### src/rtl/i2c_bm_pkg.sv
`timescale 1ns/1ps
package i2c_bm_pkg;

   typedef enum logic [2:0] {
      ST_IDLE,
      ST_START,
      ST_BIT,
      ST_STOP,
      ST_HOLD
   } seq_state_e;

   // one record per finished byte, handed from sequencer to status
   typedef struct packed {
      logic       valid;
      logic       was_tx;
      logic       nak_seen;
      logic       ack_sent;
      logic [7:0] data;
   } byte_evt_t;

endpackage

### src/rtl/i2c_bm_qtick.sv
`timescale 1ns/1ps
module i2c_bm_qtick #(
   parameter int QUARTER_CYCLES = 4
) (
   input  logic clk,
   input  logic rst_n,
   input  logic run,
   output logic tick
);
   localparam int CW = (QUARTER_CYCLES > 1) ? $clog2(QUARTER_CYCLES) : 1;
   localparam logic [CW-1:0] LAST = CW'(QUARTER_CYCLES - 1);

   logic [CW-1:0] cnt_q;

   always_ff @(posedge clk or negedge rst_n) begin
      if (!rst_n)            cnt_q <= '0;
      else if (!run)         cnt_q <= '0;
      else if (cnt_q == LAST) cnt_q <= '0;
      else                   cnt_q <= cnt_q + 1'b1;
   end

   assign tick = run && (cnt_q == LAST);
endmodule

### src/rtl/i2c_bm_sync.sv
`timescale 1ns/1ps
module i2c_bm_sync #(
   parameter int STAGES = 2
) (
   input  logic clk,
   input  logic rst_n,
   input  logic d,
   output logic q
);
   generate
      if (STAGES == 0) begin : g_direct
         assign q = d;
      end else begin : g_chain
         logic [STAGES-1:0] ff_q;
         always_ff @(posedge clk or negedge rst_n) begin
            if (!rst_n) ff_q <= '1;
            else begin
               ff_q[0] <= d;
               for (int i = 1; i < STAGES; i++) ff_q[i] <= ff_q[i-1];
            end
         end
         assign q = ff_q[STAGES-1];
      end
   endgenerate
endmodule

### src/rtl/i2c_bm_seq.sv
`timescale 1ns/1ps
module i2c_bm_seq
   import i2c_bm_pkg::*;
(
   input  logic      clk,
   input  logic      rst_n,
   input  logic      go_wr,
   input  logic      ctl_start,
   input  logic      ctl_stop,
   input  logic      ctl_acksel,
   input  logic [7:0] tx_byte,
   input  logic      sda_s,
   input  logic      tick,
   output logic      run,
   output logic      scl_lo_q,
   output logic      sda_lo_q,
   output logic      go_q,
   output logic      busy,
   output logic      rw_q,
   output byte_evt_t evt
);
   seq_state_e st_q;
   logic [1:0] ph_q;
   logic [3:0] bitn_q;
   logic [7:0] sh_q;
   logic       tx_dir_q, stop_l_q, ack_l_q, ack_in_q;
   logic       free_q;
   logic       launch, done;
   logic       scl_n, sda_n;

   assign launch = go_q && (st_q == ST_IDLE || st_q == ST_HOLD);
   assign done   = (st_q == ST_BIT) && tick && (ph_q == 2'd3) && (bitn_q == 4'd8);
   assign run    = (st_q == ST_START) || (st_q == ST_BIT) || (st_q == ST_STOP);
   assign busy   = (st_q != ST_IDLE);

   always_ff @(posedge clk or negedge rst_n) begin
      if (!rst_n) begin
         st_q     <= ST_IDLE;
         ph_q     <= '0;
         bitn_q   <= '0;
         sh_q     <= '0;
         tx_dir_q <= 1'b1;
         stop_l_q <= 1'b0;
         ack_l_q  <= 1'b0;
         ack_in_q <= 1'b0;
         rw_q     <= 1'b0;
      end else if (launch) begin
         sh_q     <= tx_byte;
         stop_l_q <= ctl_stop;
         ack_l_q  <= ctl_acksel;
         ph_q     <= '0;
         bitn_q   <= '0;
         if (ctl_start || st_q == ST_IDLE) begin
            st_q     <= ST_START;
            tx_dir_q <= 1'b1;
            rw_q     <= tx_byte[0];
         end else begin
            st_q     <= ST_BIT;
            tx_dir_q <= ~rw_q;
         end
      end else if (tick) begin
         ph_q <= ph_q + 2'd1;
         case (st_q)
            ST_START: if (ph_q == 2'd3) st_q <= ST_BIT;
            ST_BIT: begin
               if (ph_q == 2'd2) begin
                  if (bitn_q == 4'd8)  ack_in_q <= sda_s;
                  else if (!tx_dir_q)  sh_q <= {sh_q[6:0], sda_s};
               end
               if (ph_q == 2'd3) begin
                  if (bitn_q == 4'd8) begin
                     bitn_q <= '0;
                     st_q   <= stop_l_q ? ST_STOP : ST_HOLD;
                  end else begin
                     bitn_q <= bitn_q + 4'd1;
                     if (tx_dir_q) sh_q <= {sh_q[6:0], 1'b0};
                  end
               end
            end
            ST_STOP: if (ph_q == 2'd3) st_q <= ST_IDLE;
            default: ;
         endcase
      end
   end

   always_ff @(posedge clk or negedge rst_n) begin
      if (!rst_n)     go_q <= 1'b0;
      else if (done)  go_q <= 1'b0;
      else if (go_wr) go_q <= 1'b1;
   end

   // line pattern per phase; SCL high in phases 1 and 2 of a bit
   always_comb begin
      scl_n = 1'b0;
      sda_n = 1'b0;
      case (st_q)
         ST_START: begin
            scl_n = (ph_q == 2'd0) || (ph_q == 2'd3);
            sda_n = ph_q[1];
         end
         ST_BIT: begin
            scl_n = (ph_q == 2'd0) || (ph_q == 2'd3);
            if (bitn_q == 4'd8) sda_n = tx_dir_q ? 1'b0 : ~ack_l_q;
            else                sda_n = tx_dir_q ? ~sh_q[7] : 1'b0;
         end
         ST_STOP: begin
            scl_n = (ph_q == 2'd0);
            sda_n = ~ph_q[1];
         end
         ST_HOLD: scl_n = 1'b1;
         default: ;
      endcase
   end

   always_ff @(posedge clk or negedge rst_n) begin
      if (!rst_n) begin
         scl_lo_q <= 1'b0;
         sda_lo_q <= 1'b0;
         free_q   <= 1'b0;
      end else begin
         scl_lo_q <= scl_n;
         sda_lo_q <= sda_n;
         free_q   <= (st_q == ST_START) || (st_q == ST_STOP);
      end
   end

   assign evt.valid    = done;
   assign evt.was_tx   = tx_dir_q;
   assign evt.nak_seen = ack_in_q;
   assign evt.ack_sent = ack_l_q;
   assign evt.data     = sh_q;

   // outside START/STOP framing, SDA moves only with SCL held low
   p_sda_scl_low_r9: assert property (@(posedge clk) disable iff (!rst_n)
      (sda_lo_q != $past(sda_lo_q)) && !free_q && !$past(free_q)
      |-> scl_lo_q && $past(scl_lo_q));

   // the go bit is gone the cycle after a byte completes
   p_go_clears_r3: assert property (@(posedge clk) disable iff (!rst_n)
      done |=> !go_q);

   // a held bus keeps SCL low
   p_hold_scl_low_r5: assert property (@(posedge clk) disable iff (!rst_n)
      (st_q == ST_HOLD) && ($past(st_q) == ST_HOLD) |-> scl_lo_q);

   // an idle engine releases both lines
   p_idle_released_r1: assert property (@(posedge clk) disable iff (!rst_n)
      (st_q == ST_IDLE) && ($past(st_q) == ST_IDLE) |-> !scl_lo_q && !sda_lo_q);
endmodule

### src/rtl/i2c_bm_status.sv
`timescale 1ns/1ps
module i2c_bm_status
   import i2c_bm_pkg::*;
(
   input  logic       clk,
   input  logic       rst_n,
   input  byte_evt_t  evt,
   input  logic       clr_te,
   input  logic       clr_rf,
   output logic       te_q,
   output logic       rf_q,
   output logic       acknak_q,
   output logic       nakrx_q,
   output logic [7:0] rx_q,
   output logic       irq
);
   always_ff @(posedge clk or negedge rst_n) begin
      if (!rst_n) begin
         te_q     <= 1'b0;
         rf_q     <= 1'b0;
         acknak_q <= 1'b0;
         nakrx_q  <= 1'b0;
         rx_q     <= '0;
      end else begin
         if (evt.valid && evt.was_tx) begin
            te_q    <= 1'b1;
            nakrx_q <= evt.nak_seen;
         end else if (clr_te) begin
            te_q <= 1'b0;
         end
         if (evt.valid && !evt.was_tx) begin
            rf_q     <= 1'b1;
            rx_q     <= evt.data;
            acknak_q <= evt.ack_sent;
         end else if (clr_rf) begin
            rf_q <= 1'b0;
         end
      end
   end

   assign irq = te_q | rf_q;

   p_te_sticky_r4: assert property (@(posedge clk) disable iff (!rst_n)
      te_q && !clr_te |=> te_q);

   p_rf_sticky_r4: assert property (@(posedge clk) disable iff (!rst_n)
      rf_q && !clr_rf |=> rf_q);

   // every finished byte raises one of the two event flags
   p_evt_flag_r6: assert property (@(posedge clk) disable iff (!rst_n)
      evt.valid |=> (te_q || rf_q));
endmodule

### src/rtl/i2c_byte_master.sv
`timescale 1ns/1ps
module i2c_byte_master
   import i2c_bm_pkg::*;
#(
   parameter int QUARTER_CYCLES = 4,
   parameter int SYNC_STAGES    = 2
) (
   input  logic       clk,
   input  logic       rst_n,
   input  logic       go_wr,
   input  logic       ctl_start,
   input  logic       ctl_stop,
   input  logic       ctl_acksel,
   input  logic [7:0] tx_byte,
   input  logic       clr_te,
   input  logic       clr_rf,
   input  logic       sda_in,
   output logic       scl_drive_lo,
   output logic       sda_drive_lo,
   output logic       go_bit,
   output logic [7:0] rx_byte,
   output logic       st_te,
   output logic       st_rf,
   output logic       st_busy,
   output logic       st_rw,
   output logic       st_acknak,
   output logic       st_nakrx,
   output logic       irq
);
   generate
      if (QUARTER_CYCLES < 2) begin : g_bad_quarter
         $error("QUARTER_CYCLES must be at least 2");
      end
      if (SYNC_STAGES < 0 || SYNC_STAGES >= QUARTER_CYCLES) begin : g_bad_sync
         $error("SYNC_STAGES must lie in 0 .. QUARTER_CYCLES-1");
      end
   endgenerate

   logic      sda_s, tick, run;
   byte_evt_t evt;

   i2c_bm_sync #(.STAGES(SYNC_STAGES)) u_sync (
      .clk (clk), .rst_n (rst_n), .d (sda_in), .q (sda_s)
   );

   i2c_bm_qtick #(.QUARTER_CYCLES(QUARTER_CYCLES)) u_qtick (
      .clk (clk), .rst_n (rst_n), .run (run), .tick (tick)
   );

   i2c_bm_seq u_seq (
      .clk        (clk),
      .rst_n      (rst_n),
      .go_wr      (go_wr),
      .ctl_start  (ctl_start),
      .ctl_stop   (ctl_stop),
      .ctl_acksel (ctl_acksel),
      .tx_byte    (tx_byte),
      .sda_s      (sda_s),
      .tick       (tick),
      .run        (run),
      .scl_lo_q   (scl_drive_lo),
      .sda_lo_q   (sda_drive_lo),
      .go_q       (go_bit),
      .busy       (st_busy),
      .rw_q       (st_rw),
      .evt        (evt)
   );

   i2c_bm_status u_status (
      .clk      (clk),
      .rst_n    (rst_n),
      .evt      (evt),
      .clr_te   (clr_te),
      .clr_rf   (clr_rf),
      .te_q     (st_te),
      .rf_q     (st_rf),
      .acknak_q (st_acknak),
      .nakrx_q  (st_nakrx),
      .rx_q     (rx_byte),
      .irq      (irq)
   );
endmodule

### config.mk
export PLATFORM = sky130hd
export DESIGN_NAME = i2c_byte_master
export DESIGN_NICKNAME = d
export VERILOG_FILES = /design/src/rtl/i2c_bm_pkg.sv /design/src/rtl/i2c_bm_qtick.sv /design/src/rtl/i2c_bm_sync.sv /design/src/rtl/i2c_bm_seq.sv /design/src/rtl/i2c_bm_status.sv /design/src/rtl/i2c_byte_master.sv
export SDC_FILE = /design/constraint.sdc
export NUM_CORES = 1
export LEC_CHECK = 0
export BUFFER_PORTS_ARGS = -buffer_cell sky130_fd_sc_hd__buf_4
export CORE_MARGIN = 2
export CORE_UTILIZATION = 35
export CTS_CLUSTER_DIAMETER = 200
export DETAILED_ROUTE_END_ITERATION = 10
export PLACE_DENSITY = 0.6
export SKIP_LAST_GASP = 1
export SYNTH_ARGS = -nofsm -noshare
export SYNTH_HDL_FRONTEND = slang
export SYNTH_SLANG_ARGS = --single-unit
### constraint.sdc
create_clock -name clk -period 1.85 [get_ports clk]
set_input_delay 0.0925 -clock clk [delete_from_list [all_inputs] [get_ports clk]]
set_output_delay 0.0925 -clock clk [all_outputs]
set_load 0.03 [all_outputs]
==> reports/summary.log, run 1 <==
INFO  setup_path     path_depth_of_the_worst_reg2reg_path=5
INFO  cells_and_area fillers=546
INFO  cells_and_area final_layout_size_suffix_gt1_frac=0.342
INFO  worst_hold_path whs_endpoint=u_seq.go_q$_DFFE_PN0P_
INFO  global_routing globalRouteMet2Util=0.238
INFO  synthesis      mappedNetlistArea=2040µm²
INFO  global_routing globalRouteMet3Util=0.0348
INFO  floorplanning  fp.dieArea=6470µm²
INFO  setup_path     worstPathRequired=2040ps
INFO  synthesis      mappedNetlistNets=202
INFO  detailed_routing ant_nets=0
INFO  cells_and_area antenna_cells_inserted=0
INFO  sta            final_setup_skew=8.23ps
INFO  floorplanning  initial_core_util=0.367
INFO  sta            max_freq=561MHz
INFO  floorplanning  die_x=80.4µm
INFO  cells_and_area layout.cells.most_common_list=53 x buf_4, 38 x dfrtp_1, 20 x mux2i_1
INFO  synthesis      synth-warning-count=0
INFO  global_routing met1_usage=0.205
INFO  setup_path     critPathKind=reg -> reg
INFO  cells_and_area nets=259
INFO  placement      gp_congestion=0.825
INFO  setup_path     largest_stage_delay_on_the_critical_path=610ps
INFO  floorplanning  placementRows=27
INFO  detailed_routing wirelength=4600µm
INFO  worst_hold_path hold-path-cell-count=2
INFO  setup_path     critPathSlowestCell=or4_4
INFO  setup_path     timing.rr.end=u_status.rx_q[7]$_DFFE_PN0P_
INFO  setup_path     chain_of_cells_forming_the_critical_path=inv_1 -> ha_1 -> nand3b_1 -> or4_4 -> mux2_4
INFO  placement      hpwlAfterDp=3190µm
INFO  setup_path     timing.critical_path.from=u_seq.bitn_q[0]$_DFFE_PN0P_
INFO  cells_and_area mostFrequentLayoutCell=buf_4
INFO  placement      placed_cells_incl_taps=292
INFO  power_and_ir_drop vdd.ir_drop.worst=0.846mV
INFO  synthesis      ys_types=40
INFO  floorplanning  design.core.area=5570µm²
INFO  placement      portBuffers=34
INFO  sta            report.final.hold_viol_count=0
INFO  cells_and_area flow.area_growth_from_synthesis=31.2%
INFO  worst_hold_path timing.hold.worst.class=in -> reg
INFO  cells_and_area final_cells=309
INFO  sta            setup_viol_count_final=0
INFO  cts            number_of_clock_buffers_inserted_by_tritoncts=5
INFO  run_status     status=completed
INFO  synthesis      netlist_instances=179
INFO  cts            root_buffer=clkbuf_8
INFO  sta            slew_headroom=0.654
INFO  detailed_routing first_pass_iters=4
INFO  setup_path     worst-path-max-fanout=5
INFO  floorplanning  boundaryPins=35
INFO  global_routing grt_antenna_before_repair=0
INFO  cts            clock_insertion_delay_worst_skew=300ps
INFO  setup_path     cp-start-kind=flip-flop
INFO  global_routing busiest_metal_layer_after_global_routing=met2
INFO  cts            clock_sinks=41
INFO  power_and_ir_drop cell_leakage_power=1.31nW
INFO  global_routing maximum_number_of_pins_on_one_net_before_global_route_repair=42
INFO  synthesis      ys_async_sr_fraction=1.00
INFO  detailed_routing detail_route.iter0.violations=129
INFO  cts            clk_transition_reported_paths=80ps
INFO  cts            tritoncts_clock_tree=built
INFO  sta            finalWorstPathRequiredPeriod=1780ps
INFO  floorplanning  die_height=80.4µm
INFO  cts            cts-root-to-sink-buffers=2
INFO  global_routing first_global_vias=1557
INFO  synthesis      yosysSeqAreaShare=0.504
INFO  detailed_routing vias=1583
INFO  synthesis      synth-main-ff-cell=dfrtp_1
INFO  global_routing grt_first_pass_wirelength=7410µm
INFO  setup_path     regToRegSetupSlack=70ps
INFO  cts            h-tree-depth=2
INFO  setup_path     cp.buffers_inverters=1
INFO  sta            final.period_utilization=0.963
INFO  synthesis      synth_seq_cells=41
INFO  global_routing grt_use_total=0.153
INFO  setup_path     worstPathArrival=1970ps
INFO  setup_path     critical-path-top-delay-family=simple AND/OR/NAND/NOR gates
INFO  cells_and_area layout.core_utilization=0.481
INFO  detailed_routing drc_errors=0
INFO  setup_path     setup.worst_path.end_class=flip-flop
INFO  synthesis      number_of_synthesized_flops_with_an_enable_pin=0
INFO  sta            timing.final.max_slew_violations=0
INFO  sta            grt_setup_unrepaired=yes
INFO  worst_hold_path hp-start=go_wr
INFO  setup_path     reg2reg_from=u_seq.bitn_q[0]$_DFFE_PN0P_
INFO  run            cap_violations=0
INFO  detailed_routing wl_per_cell=14.9µm
INFO  detailed_routing vias_per_cell=5.12
INFO  global_routing grt_overflow_total=0
INFO  synthesis      average_cell_area_after_synthesis=11.4µm²
INFO  power_and_ir_drop power-per-cell-area=1130nW/µm²
INFO  sta            worst-slew-pin-transition=519ps
[cells by family after synthesis]
kind of cell / share of synthesized area
buf+inv: 0.0416
fa+ha+maj: 0.0367
simple gates: 0.129
xor+xnor: 0.00857
flops: 0.504
mux: 0.181
compound gates: 0.100
[power breakdown]
part / leakage, nW / switching, W / internal [W] / total, W
sequential: 0.517 / 0.000145 / 0.00111 / 0.00125
combinational: 0.732 / 0.000532 / 0.000483 / 0.00101
clock: 0.0574 / 0.000327 / 0.000439 / 0.000766
total: 1.31 / 0.00100 / 0.00203 / 0.00303
[sequential cells by signal, summed over array words and instances, names as in the netlist]
register	cells
u_seq.ack_l_q	1
u_status.te_q	1
u_seq.sh_q	8
u_qtick.cnt_q	2
u_status.rf_q	1
u_status.nakrx_q	1
u_seq.sda_lo_q	1
u_seq.ack_in_q	1
u_seq.bitn_q	4
u_status.rx_q	8
u_seq.scl_lo_q	1
u_seq.tx_dir_q	1
u_seq.go_q	1
u_seq.stop_l_q	1
u_seq.ph_q	2
u_seq.st_q	3
u_seq.rw_q	1
u_sync.g_chain.ff_q	2
u_status.acknak_q	1
[cell usage after synthesis (2+ instances only)]
cell type	count	area [µm²]
mux2_2	3	33.8
nand2_1	12	45.0
dfrtp_1	38	951
inv_1	10	37.5
a21oi_1	4	20.0
xnor2_1	2	17.5
mux2_4	9	135
nor2b_1	4	25.0
nor3b_1	3	22.5
mux2i_1	20	200
o211ai_1	2	15.0
o32ai_1	2	17.5
ha_1	6	75.1
a211oi_1	2	15.0
o21a_1	2	15.0
a31oi_1	2	12.5
and2_1	2	12.5
buf_2	2	10.0
nor2_1	2	7.51
dfstp_2	3	78.8
or4_1	2	15.0
clkbuf_1	7	26.3
o21ai_0	12	60.1
nand4_1	3	18.8
nand3_1	10	50.1
[layer usage]
metal  up-vias  routed length [µm]
met5         -                   0
met4         0                  54
met3         7                 313
met2        56                2140
met1       766                2090
li1        754                   -
[per-stage QoR]
| stage | worst slack (ps) | TNS, ps | area, µm² | hold slack (ps) | power (W) |
|---|---|---|---|---|---|
| after floorplan | -96.9 | -872 | 2050 | -203 | 0.00189 |
| after global placement | -0.425 | -0.587 | 2470 | 110 | 0.00223 |
| after detailed placement | -24.5 | -167 | 2470 | 109 | 0.00224 |
| after CTS | 63.4 | 0 | 2660 | 1.32 | 0.00303 |
| after global routing | -8.42 | -14.9 | 2680 | 4.59 | 0.00325 |
| final | 67.5 | 0 | 2680 | 8.60 | 0.00303 |
[repair_timing]
item | in CTS | in global routing
endpoints found under the setup margin | 9 | 9
gates cloned | 0 | 1
hold buffers | 6 | 0
gates resized for setup | 0 | 1
endpoints found under the hold margin | 43 | 0
buffers inserted | 0 | 2
pin swaps | 1 | 0
[cell type report]
| cell class | instances | area, µm² | share of cell area |
|---|---|---|---|
| clock buffers | 6 | 82.6 | 0.0308 |
| well taps | 72 | 90.1 | 0.0336 |
| multi-input cells | 119 | 946 | 0.353 |
| flip-flops and latches | 41 | 1030 | 0.384 |
| clock inverters | 2 | 37.5 | 0.0140 |
| inverters | 10 | 37.5 | 0.0140 |
| repair buffers | 59 | 458 | 0.171 |
[worst max-delay path by stage]
stage | end | slack (ps) | cells after the start
final | u_status.rx_q[7]$_DFFE_PN0P_ | 70 | 5
after global routing | u_status.rx_q[6]$_DFFE_PN0P_ | -8 | 4
after CTS | u_status.rx_q[0]$_DFFE_PN0P_ | 60 | 4
after detailed placement | u_status.rx_q[0]$_DFFE_PN0P_ | -20 | 3
after global placement | u_status.rx_q[2]$_DFFE_PN0P_ | -0.4 | 3
after floorplan | u_status.acknak_q$_DFFE_PN0P_ | -100 | 5
(Power assumes the default switching activity.)
==> run 2: changes to the inputs <==
- CTS_BUF_LIST: default -> sky130_fd_sc_hd__clkbuf_16
- PLACE_DENSITY: 0.6 -> default
- PLACE_DENSITY_LB_ADDON: default -> 0.3
- SETUP_SLACK_MARGIN: default -> 0.3
==> reports/summary.log, run 2 (synthesized netlist as in run 1, its figures left out) <==
INFO  run_status     status=completed [unchanged]
INFO  global_routing maximum_number_of_pins_on_one_net_before_global_route_repair=42 [unchanged]
INFO  placement      hpwlAfterDp=3220µm [was 3190 µm]
INFO  detailed_routing detail_route.iter0.violations=53 [was 129]
INFO  cts            clock_sinks=41 [unchanged]
INFO  floorplanning  fp.dieArea=6470µm² [unchanged]
INFO  sta            report.final.hold_viol_count=0 [unchanged]
INFO  sta            max_freq=568MHz [was 561 MHz]
INFO  placement      gp_congestion=0.866 [was 0.825]
INFO  cts            number_of_clock_buffers_inserted_by_tritoncts=5 [unchanged]
INFO  setup_path     critPathKind=reg -> reg [unchanged]
INFO  cts            root_buffer=clkbuf_16 [was clkbuf_8]
INFO  setup_path     reg2reg_from=u_seq.st_q[0]$_DFFE_PN0P_ [was u_seq.bitn_q[0]$_DFFE_PN0P_]
INFO  power_and_ir_drop vdd.ir_drop.worst=0.635mV [was 0.846 mV]
INFO  global_routing met1_usage=0.213 [was 0.205]
INFO  floorplanning  initial_core_util=0.367 [unchanged]
INFO  cts            h-tree-depth=2 [unchanged]
INFO  worst_hold_path timing.hold.worst.class=in -> reg [unchanged]
INFO  sta            final.period_utilization=0.951 [was 0.963]
INFO  placement      portBuffers=34 [unchanged]
INFO  setup_path     path_depth_of_the_worst_reg2reg_path=3 [was 5]
INFO  sta            setup_viol_count_final=0 [unchanged]
INFO  detailed_routing wirelength=4980µm [was 4600 µm]
INFO  sta            final_setup_skew=5.95ps [was 8.23 ps]
INFO  global_routing busiest_metal_layer_after_global_routing=met2 [unchanged]
INFO  power_and_ir_drop power-per-cell-area=1160nW/µm² [was 1130 nW/µm²]
INFO  power_and_ir_drop cell_leakage_power=1.42nW [was 1.31 nW]
INFO  setup_path     cp-start-kind=flip-flop [unchanged]
INFO  cts            tritoncts_clock_tree=built [unchanged]
INFO  cts            clk_transition_reported_paths=60ps [was 80 ps]
INFO  cells_and_area nets=272 [was 259]
INFO  setup_path     regToRegSetupSlack=90ps [was 70 ps]
INFO  setup_path     setup.worst_path.end_class=flip-flop [unchanged]
INFO  placement      post_dp_cell_area=2510µm² [was 2470 µm²]
INFO  setup_path     worst-path-max-fanout=5 [unchanged]
INFO  global_routing grt_use_total=0.167 [was 0.153]
INFO  global_routing first_global_vias=1673 [was 1557]
INFO  setup_path     timing.critical_path.from=u_seq.st_q[0]$_DFFE_PN0P_ [was u_seq.bitn_q[0]$_DFFE_PN0P_]
INFO  detailed_routing vias=1655 [was 1583]
INFO  power_and_ir_drop finalPower=0.00343W [was 0.00303 W]
INFO  detailed_routing first_pass_iters=4 [unchanged]
INFO  floorplanning  boundaryPins=35 [unchanged]
INFO  global_routing globalRouteMet3Util=0.0360 [was 0.0348]
INFO  sta            grt_setup_unrepaired=yes [unchanged]
INFO  cts            clock_insertion_delay_worst_skew=290ps [was 300 ps]
INFO  cts            cts-root-to-sink-buffers=2 [unchanged]
INFO  floorplanning  design.core.area=5570µm² [unchanged]
INFO  global_routing grt_first_pass_wirelength=8070µm [was 7410 µm]
INFO  detailed_routing drc_errors=0 [unchanged]
INFO  sta            timing.final.max_slew_violations=0 [unchanged]
INFO  global_routing grt_overflow_total=0 [unchanged]
INFO  floorplanning  placementRows=27 [unchanged]
INFO  cells_and_area flow.area_growth_from_synthesis=44.1% [was 31.2%]
INFO  cells_and_area reg.largest.list=u_seq.sh_q x8, u_status.rx_q x8, u_seq.bitn_q x4 [unchanged]
INFO  setup_path     worstPathArrival=1930ps [was 1970 ps]
INFO  global_routing globalRouteMet2Util=0.269 [was 0.238]
INFO  sta            finalWorstPathRequiredPeriod=1760ps [was 1780 ps]
INFO  sta            worst-slew-pin-transition=525ps [was 519 ps]
INFO  placement      placed_cells_incl_taps=292 [unchanged]
INFO  cells_and_area mostFrequentLayoutCell=buf_4 [unchanged]
INFO  setup_path     endpoint=u_status.rx_q[7]$_DFFE_PN0P_ [unchanged]
INFO  detailed_routing ant_nets=0 [unchanged]
INFO  setup_path     timing.rr.end=u_status.rx_q[7]$_DFFE_PN0P_ [unchanged]
INFO  sta            slew_headroom=0.650 [was 0.654]
INFO  global_routing grt_antenna_before_repair=0 [unchanged]
INFO  detailed_routing vias_per_cell=5.14 [was 5.12]
INFO  cells_and_area antenna_cells_inserted=0 [unchanged]
INFO  floorplanning  die_x=80.4µm [unchanged]
INFO  run            cap_violations=0 [unchanged]
INFO  floorplanning  die_height=80.4µm [unchanged]
INFO  cells_and_area layout.cell_area.non_filler=2950µm² [was 2680 µm²]
INFO  cells_and_area fillers=506 [was 546]
INFO  cells_and_area final_cells=322 [was 309]
INFO  cells_and_area layout.cells.most_common_list=60 x buf_4, 36 x dfrtp_1, 20 x mux2i_1 [was 53 x buf_4, 38 x dfrtp_1, 20 x mux2i_1]
INFO  setup_path     worstPathRequired=2020ps [was 2040 ps]
INFO  detailed_routing wl_per_cell=15.5µm [was 14.9 µm]
INFO  cells_and_area final_layout_size_suffix_gt1_frac=0.448 [was 0.342]
-- run 2: final cells by class --
| cell class | count | area (µm²) | area share |
|---|---|---|---|
| clock buffer | 5 | 125 | 0.0425 |
| clock inverter | 3 | 17.5 | 0.00594 |
| tap | 72 | 90.1 | 0.0306 |
| sequential | 41 | 1030 | 0.350 |
| timing repair buffer | 72 | 592 | 0.201 |
| inverter | 10 | 37.5 | 0.0127 |
| multi-input combinational | 119 | 1050 | 0.357 |
-- run 2: how the worst min path moves through the flow --
stage	startpoint	end	slack, ps	cells past startpoint
after floorplan	rst_n	u_qtick.cnt_q[0]$_DFF_PN0_	-200	0
after global placement	rst_n	u_status.acknak_q$_DFFE_PN0P_	110	1
after detailed placement	rst_n	u_status.rf_q$_DFFE_PN0P_	110	1
after CTS	ctl_acksel	u_seq.ack_l_q$_DFFE_PN0N_	10	3
after global routing	clr_rf	u_status.rf_q$_DFFE_PN0P_	20	2
final	ctl_acksel	u_seq.ack_l_q$_DFFE_PN0N_	9	3
-- run 2: routing by layer --
metal / vias to the layer above / wire, µm
li1: 788 / -
met5: - / 0
met3: 8 / 205
met1: 827 / 2280
met2: 32 / 2420
met4: 0 / 74
-- run 2: repair_timing --
| item | in CTS | in global routing |
|---|---|---|
| resized for setup | 18 | 11 |
| pin swaps | 6 | 8 |
| gates cloned | 1 | 0 |
| setup buffers | 10 | 7 |
| endpoints found under the hold margin | 41 | 0 |
| hold buffers | 4 | 0 |
| setup endpoints to repair | 24 | 31 |
-- run 2: critical path, cell delays in order, from the launching register on --
cell	delay, ps
dfrtp_1	380
or3b_4	430
or4_4	510
mux2_4	330
-- run 2: report_power, final --
group,switching [W],total (W),internal (W)
clock,0.000365,0.000860,0.000495
combinational,0.000617,0.00129,0.000676
sequential,0.000165,0.00128,0.00111
total,0.00115,0.00343,0.00228
-- run 2: through the flow --
step,setup TNS [ps],setup slack [ps],hold WS [ps],util
floorplan,-872,-96.9,-203,-
global placement,0,4.89,109,0.451
detailed placement,-35.6,-7.53,113,0.451
CTS,0,90.7,9.61,0.511
global route,0,45.5,15.7,0.529
finish,0,90.1,8.68,0.529
